<file path="src/rtl/vfu_loader.sv">
module vfu_loader #(
  parameter int          DEPTH     = 143,
  parameter int          HALF_W    = 6,
  parameter logic [7:0]  START_LO  = 8'hEC,
  parameter logic [7:0]  START_HI  = 8'hEE,
  parameter logic [7:0]  STOP_CODE = 8'hEF
) (
  input  logic                clk,
  input  logic                rst_n,
  input  logic                load_en,
  input  logic                byte_vld,
  input  logic [7:0]          byte_in,
  input  logic                clr,
  input  logic [7:0]          rd_addr,
  output logic [2*HALF_W-1:0] rd_data,
  output logic [7:0]          tbl_len,
  output logic                tbl_valid,
  output logic                wr_en,
  output logic [7:0]          wr_addr,
  output logic [2*HALF_W-1:0] wr_data,
  output logic                ptr_rst
);
  localparam int ENT_W = 2 * HALF_W;
  localparam logic [7:0] FULL = 8'(DEPTH);

  typedef enum logic [1:0] {PH_IDLE, PH_EVEN, PH_ODD} phase_t;

  phase_t             phase;
  logic [HALF_W-1:0]  lo_half;
  logic [ENT_W-1:0]   mem [DEPTH];

  wire take     = load_en & byte_vld & ~clr;
  wire is_start = (byte_in >= START_LO) && (byte_in <= START_HI);
  wire is_stop  = (byte_in == STOP_CODE);
  wire is_data  = !is_start && !is_stop;
  wire room     = tbl_len < FULL;
  wire do_write = take && is_data && (phase == PH_ODD) && room;
  wire [ENT_W-1:0] entry = {byte_in[HALF_W-1:0], lo_half};

  assign tbl_valid = |tbl_len;
  assign rd_data   = (rd_addr < FULL) ? mem[rd_addr] : '0;

  always_ff @(posedge clk or negedge rst_n) begin
    if (!rst_n) begin
      phase   <= PH_IDLE;
      tbl_len <= '0;
      lo_half <= '0;
      wr_en   <= 1'b0;
      wr_addr <= '0;
      wr_data <= '0;
      ptr_rst <= 1'b0;
    end else begin
      wr_en   <= 1'b0;
      ptr_rst <= 1'b0;
      if (clr) begin
        phase   <= PH_IDLE;
        tbl_len <= '0;
        ptr_rst <= 1'b1;
      end else if (!load_en) begin
        phase <= PH_IDLE;
      end else if (byte_vld) begin
        if (is_start) begin
          tbl_len <= '0;
          phase   <= PH_EVEN;
        end else if (is_stop) begin
          ptr_rst <= 1'b1;
          phase   <= PH_IDLE;
          if (phase == PH_ODD) tbl_len <= '0;
        end else begin
          case (phase)
            PH_EVEN: begin
              lo_half <= byte_in[HALF_W-1:0];
              phase   <= PH_ODD;
            end
            PH_ODD: begin
              phase <= PH_EVEN;
              if (room) begin
                wr_en   <= 1'b1;
                wr_addr <= tbl_len;
                wr_data <= entry;
                tbl_len <= tbl_len + 8'd1;
              end
            end
            default: ;
          endcase
        end
      end
    end
  end

  always_ff @(posedge clk) begin
    if (clr) begin
      for (int i = 0; i < DEPTH; i++) mem[i] <= '0;
    end else if (do_write) begin
      mem[tbl_len] <= entry;
    end
  end

  p_len_bound_r7: assert property (@(posedge clk) disable iff (!rst_n)
    tbl_len <= FULL);

  p_wr_tracks_len_r4: assert property (@(posedge clk) disable iff (!rst_n)
    wr_en |-> (tbl_len == wr_addr + 8'd1));

  p_len_grows_by_write_r4: assert property (@(posedge clk) disable iff (!rst_n)
    (tbl_len > $past(tbl_len)) |-> (wr_en && tbl_len == $past(tbl_len) + 8'd1));

  p_stop_pulse_r5: assert property (@(posedge clk) disable iff (!rst_n)
    (take && is_stop) |=> ptr_rst);

  p_start_empties_r2: assert property (@(posedge clk) disable iff (!rst_n)
    (take && is_start) |=> (tbl_len == 8'd0 && !wr_en));

  p_clear_wins_r10: assert property (@(posedge clk) disable iff (!rst_n)
    clr |=> (tbl_len == 8'd0 && !wr_en && ptr_rst));

  p_read_port_r12: assert property (@(posedge clk) disable iff (!rst_n)
    (rd_addr >= FULL) |-> (rd_data == '0));
endmodule

</file>
<file path="config.mk">
export PLATFORM = sky130hd
export DESIGN_NAME = vfu_loader
export DESIGN_NICKNAME = d
export VERILOG_FILES = /design/src/rtl/vfu_loader.sv
export SDC_FILE = /design/constraint.sdc
export NUM_CORES = 2
export LEC_CHECK = 0
export BUFFER_PORTS_ARGS = -buffer_cell sky130_fd_sc_hd__buf_2
export CAP_MARGIN = 10
export CORE_UTILIZATION = 33
export CTS_CLUSTER_DIAMETER = 60
export DETAILED_ROUTE_END_ITERATION = 10
export HOLD_SLACK_MARGIN = 0.03
export SLEW_MARGIN = 20
export SYNTH_ARGS = -nofsm -noshare
export SYNTH_HDL_FRONTEND = slang
export SYNTH_SLANG_ARGS = --single-unit
</file>
<file path="constraint.sdc">
create_clock -name clk -period 3.3 [get_ports clk]
set_input_delay 0.165 -clock clk [delete_from_list [all_inputs] [get_ports clk]]
set_output_delay 0.165 -clock clk [all_outputs]
set_load 0.03 [all_outputs]
</file>
Yosys cells after proc, flatten, opt, wreduce, memory -nomap -nowiden
Memories as Yosys holds them, arrays and structs flattened. Index checks and enable logic that the tools add are counted.

Register bits after elaboration: 38. Bits in writable memories: 1716. Input bits: 21. Output and inout bits: 43. Logic and storage cells: 75. Memories kept: 1.

Add/sub/neg operators: 1. $lt $le $gt $ge: 4. Eq/ne operators: 5. Muxes and demuxes: 35. Bitwise logic cells: 5. Reductions and logical operators: 17.

Memories: mem (depth 143, bits a word 12, read ports 1, clocked after memory_dff 0, write ports 143, RTL line 30) `logic [ENT_W-1:0] mem [DEPTH];`.

Operators with widths (number): 8-bit two-way mux (9); 12-bit two-way mux (2); 1-bit two-way mux (18); 8-bit < comparator, second input constant (2); 12-bit OR reduction (1); 2-bit two-way mux (5); 8-bit by 1-bit adder with 8-bit output, second input constant (1); 8-bit == test, second input constant (1); 8-bit >= comparator, second input constant (1); 8-bit less-or-equal comparator, second input constant (1); 8-bit OR reduction (1); 7-bit AND reduction (1); 6-bit by 1-bit != test with 1-bit output, second input constant (1); 6-bit AND reduction (1); 1-bit logical AND (5); 2-bit one-hot mux with 2 select lines (1); 4-bit AND reduction (1); 2-bit nonzero test (2); 4-bit nonzero test (1); 3-bit by 1-bit != test with 1-bit output, second input constant (1); 1-bit inverter (3); 3-bit nonzero test (1); 1-bit AND (2); 2-bit by 1-bit == test with 1-bit output, second input constant (1); 3 further kinds (4).

Logic depth before layout (Yosys ltp)
Word-level depth: 12. Mapped depth: 10. Mapped depth without buffers: 8.

Least setup slack after synthesis
OpenSTA, ideal clock, no wires.

Path type: register -> register. Start: reg tbl_len[0]. End: mem mem[128][0] in the netlist's numbering, enable pin. Library setup time: 0.346 ns. Arrival: 2.448 ns. Required time: 2.954 ns. Setup slack: 0.506 ns. Cell stages (with the launch flop): 10. Buffers on the path: 3. Clock period less this slack: 2.794 ns. Cells stage by stage: dfrtp_1 -> ha_1 -> clkbuf_1 -> and3_1 -> o21ai_1 -> nand4_1 -> nor3_2 -> buf_2 -> buf_2 -> a21o_1.

RTL lines: start: declaration (RTL line 16) `output logic [7:0] tbl_len,`; start signal: assignment (RTL line 81) `tbl_len <= tbl_len + 8'd1;`; end: declaration (RTL line 30).

Worst setup path after layout
Start: mem mem[115][3] in the netlist's numbering. End: out rd_data[3].

Word-level cells in the longest chain between the ends: 2.

RTL lines: memory 143 x 12 bit; 12-bit two-way mux (RTL line 41) `assign rd_data = (rd_addr < FULL) ? mem[rd_addr] : '0;`; end: declaration (RTL line 15) `output logic [2*HALF_W-1:0] rd_data,`.

Every way passes these cells.

==> flow_summary.yaml <==
run_status:
  status: "complete, but fails checks"
  violations: "setup timing"
worst_setup_path:
  critPathKind: "flop to output pin"
  critPathMaxStageDelay_ps: 1070
  path_cells: "mux4_2 > mux2i_4 > nor2_4 > a311oi_2 > a221o_1 > a222oi_1 > buf_4"
  cpLargestDelayFamily: "compound AO/OA/AOI/OAI gates"
  critPathBufInv: 1
  worstPathArrival_ps: 3570
  path_max_fanout: 1
  crit_required_ps: 3130
  cp_slowest_cell: "a222oi_1"
  end_kind: "output pin"
  start_kind: "flop"
timing:
  rsz0062_at_grt: "yes"
  final_hold_viol_count: 0
  fin_tns_setup_ps: -444
  worstMarginPinSlew_ps: 1330
  setup_ws_ps: -431
  timing.hold.ws_ps: 187
  skew_ps: 48.0
  max_freq_mhz: 268
  period_needed_ps: 3730
  slew_violations: 0
  timing.final.crit_share_pct: 113
  setup_viol: 4
  slew_headroom_pct: 11.6
die:
  start_util_pct: 33.3
  rows: 189
  dieHeight_um: 520
  coreArea_um2: 266000
  pin_count: 64
  die_w_um: 520
  fp.dieArea_um2: 270000
cts:
  cts_buffers: 209
  clock-sinks: 1942
  worstSkewPairLatency_ps: 870
  path_clk_slew_ps: 60
  htree_levels: 4
  cts_tree: "yes"
  postCtsSetupBuffers: 0
  cts_root_buffer: "clkbuf_16"
  cts_max_path_buffers: 3
synthesis:
  synth_area_leaders: "edfxtp_1 (65%), and2_1 (11%), mux4_2 (10%)"
  syn_avg_cell_area_um2: 15.2
  async_flop_share_pct: 1.96
  synth_warnings: 0
  synthesis.area_um2: 88600
  ys_types: 60
  ys.flop_type: "edfxtp_1"
  synth-seq-cells: 1942
  synth_top_area_share_pct: 64.6
  synthCells: 5823
  yosysSeqAreaShare_pct: 65.6
  yosys.area.top_type: "edfxtp_1"
  synth_edf_count: 1904
cells_and_area:
  multi_input_area_um2: 29500
  area_growth_syn_to_layout_pct: 16.3
  fill_cells: 24400
  final_cell_mix: "edfxtp_1 (1904), and2_1 (1554), mux4_2 (395)"
  final_nets: 6158
  regArea_um2: 58100
  final_cells: 9849
  final_common_cell: "edfxtp_1"
  drive_above_1_share_pct: 23.2
power:
  power_mw: 56.1
  p_per_area_nw_per_um2: 544
  peakVddDrop_uv: 471
  p_leak_nw: 37.0
route:
  post-route-drc-count: 0
  drt-wirelength-per-cell_um: 25.7
  ant_nets: 0
  viasPerCell: 5.20
  drt-pass1-iter-count: 7
  via_count: 51200
  wirelength_um: 253000
  drtIter0Drc: 5449
global_route:
  grt_first_pass_wirelength_um: 366000
  overflow: 0
  antenna_found_initial: 12
  met3_usage_pct: 3.47
  top_usage_layer: "met2"
  grt_max_degree: 165
  grt_pass1_vias: 50900
  grt_use_total_pct: 18.5
  use_met1_pct: 25.3
  globalRouteMet2Util_pct: 29.4
placed_design:
  place_inst: 9444
  dp_hpwl_um: 159000
  port_buffers: 63
  post-place-ws_ps: -354
  place.gp.congestion: 0.875
worst_hold_path:
  hp-class: "primary input to flop"
flow_run:
  maxCapViolations: 0
-- routing by layer --
metal / wire length (um) / part of all wire, %
met5: 0 / 0
met4: 8630 / 3.4
met3: 20300 / 8.0
met2: 118000 / 47
met1: 106000 / 42
-- cells in the mapped netlist (22+ instances only) --
master    count
a211oi_1     55
a21oi_1      41
a221oi_1     31
a311oi_1     22
and2_1     1554
and3_1      186
buf_2        83
buf_4        50
clkbuf_1    416
dfrtp_1      38
edfxtp_1   1904
mux2_2       49
mux2i_1     220
mux4_2      395
nand2_1     117
nor2_1      167
nor2b_1      77
o21ai_0      26
o22ai_1      38
or2_2       132
-- worst reg2reg max path, cell delays in order, from the launching register on --
cell	delay [ps]
dfrtp_1	460
inv_1	170
ha_1	530
nand2_1	450
nor2_1	760
or2_2	470
-- logic make-up after synthesis --
logic type | share of synthesized area, %
adder cells (fa/ha/maj) | 0.0848
other | 0.00423
buffers and inverters | 2.93
AND/OR/NAND/NOR | 15.3
flip-flops | 65.6
AO/OA/AOI/OAI | 2.93
multiplexers | 13.2
-- state kept, by name, indices dropped and copies added (netlist names) --
register,flops
wr_en,1
lo_half,6
ptr_rst,1
mem,1904
wr_addr,8
wr_data,12
phase,2
tbl_len,8
-- worst paths after layout --
kind                                      startpoint                         to  slack, ps  depth (start not counted)
hold / removal                            byte_in[5]    wr_data[11]$_DFFE_PN0P_        190                          4
min in group asynchronous                      rst_n     wr_addr[3]$_DFFE_PN0P_        370                          4
setup / recovery           mem[115][3]$_SDFFCE_PN0P_                 rd_data[3]       -430                          7
max in group asynchronous                      rst_n     lo_half[2]$_DFFE_PN0P_       2710                          4
hold reg to reg               wr_data[7]$_DFFE_PN0P_     wr_data[7]$_DFFE_PN0P_        470                          2
setup reg to reg              tbl_len[0]$_DFFE_PN0P_  mem[56][11]$_SDFFCE_PN0P_        130                          5
-- final cells by class --
type	instances	area share (%)
diodes	8	0.0194
clock buffers	257	5.33
clock inverters	131	1.19
inverters	9	0.0328
multi-input cells	3480	28.6
flip-flops and latches	1942	56.4
well taps	3533	4.29
repair buffers	489	4.10
-- power by group --
| part | switching (mW) | total, mW | internal, mW |
|---|---|---|---|
| sequential | 0.375 | 28.6 | 28.2 |
| clock | 10.0 | 23.2 | 13.2 |
| combinational | 2.60 | 4.25 | 1.65 |
| total | 13.0 | 56.1 | 43.0 |
-- stage by stage --
| stage | cell area, um^2 | utilization, % |
|---|---|---|
| after detailed placement | 95200 | 35.8 |
| after global routing | 103000 | 38.7 |
| after CTS | 103000 | 38.6 |
| after global placement | 95200 | 35.8 |
| final | 103000 | 38.7 |
| after floorplan | 89300 | - |
-- timing repair --
action | CTS | global route
resized for setup | 127 | 55
hold endpoints to repair | 151 | 0
hold buffers | 18 | 0
pin swaps | 26 | 16
cloned | 0 | 0
setup endpoints to repair | 22 | 111
Power figures use the tool's default switching activity.
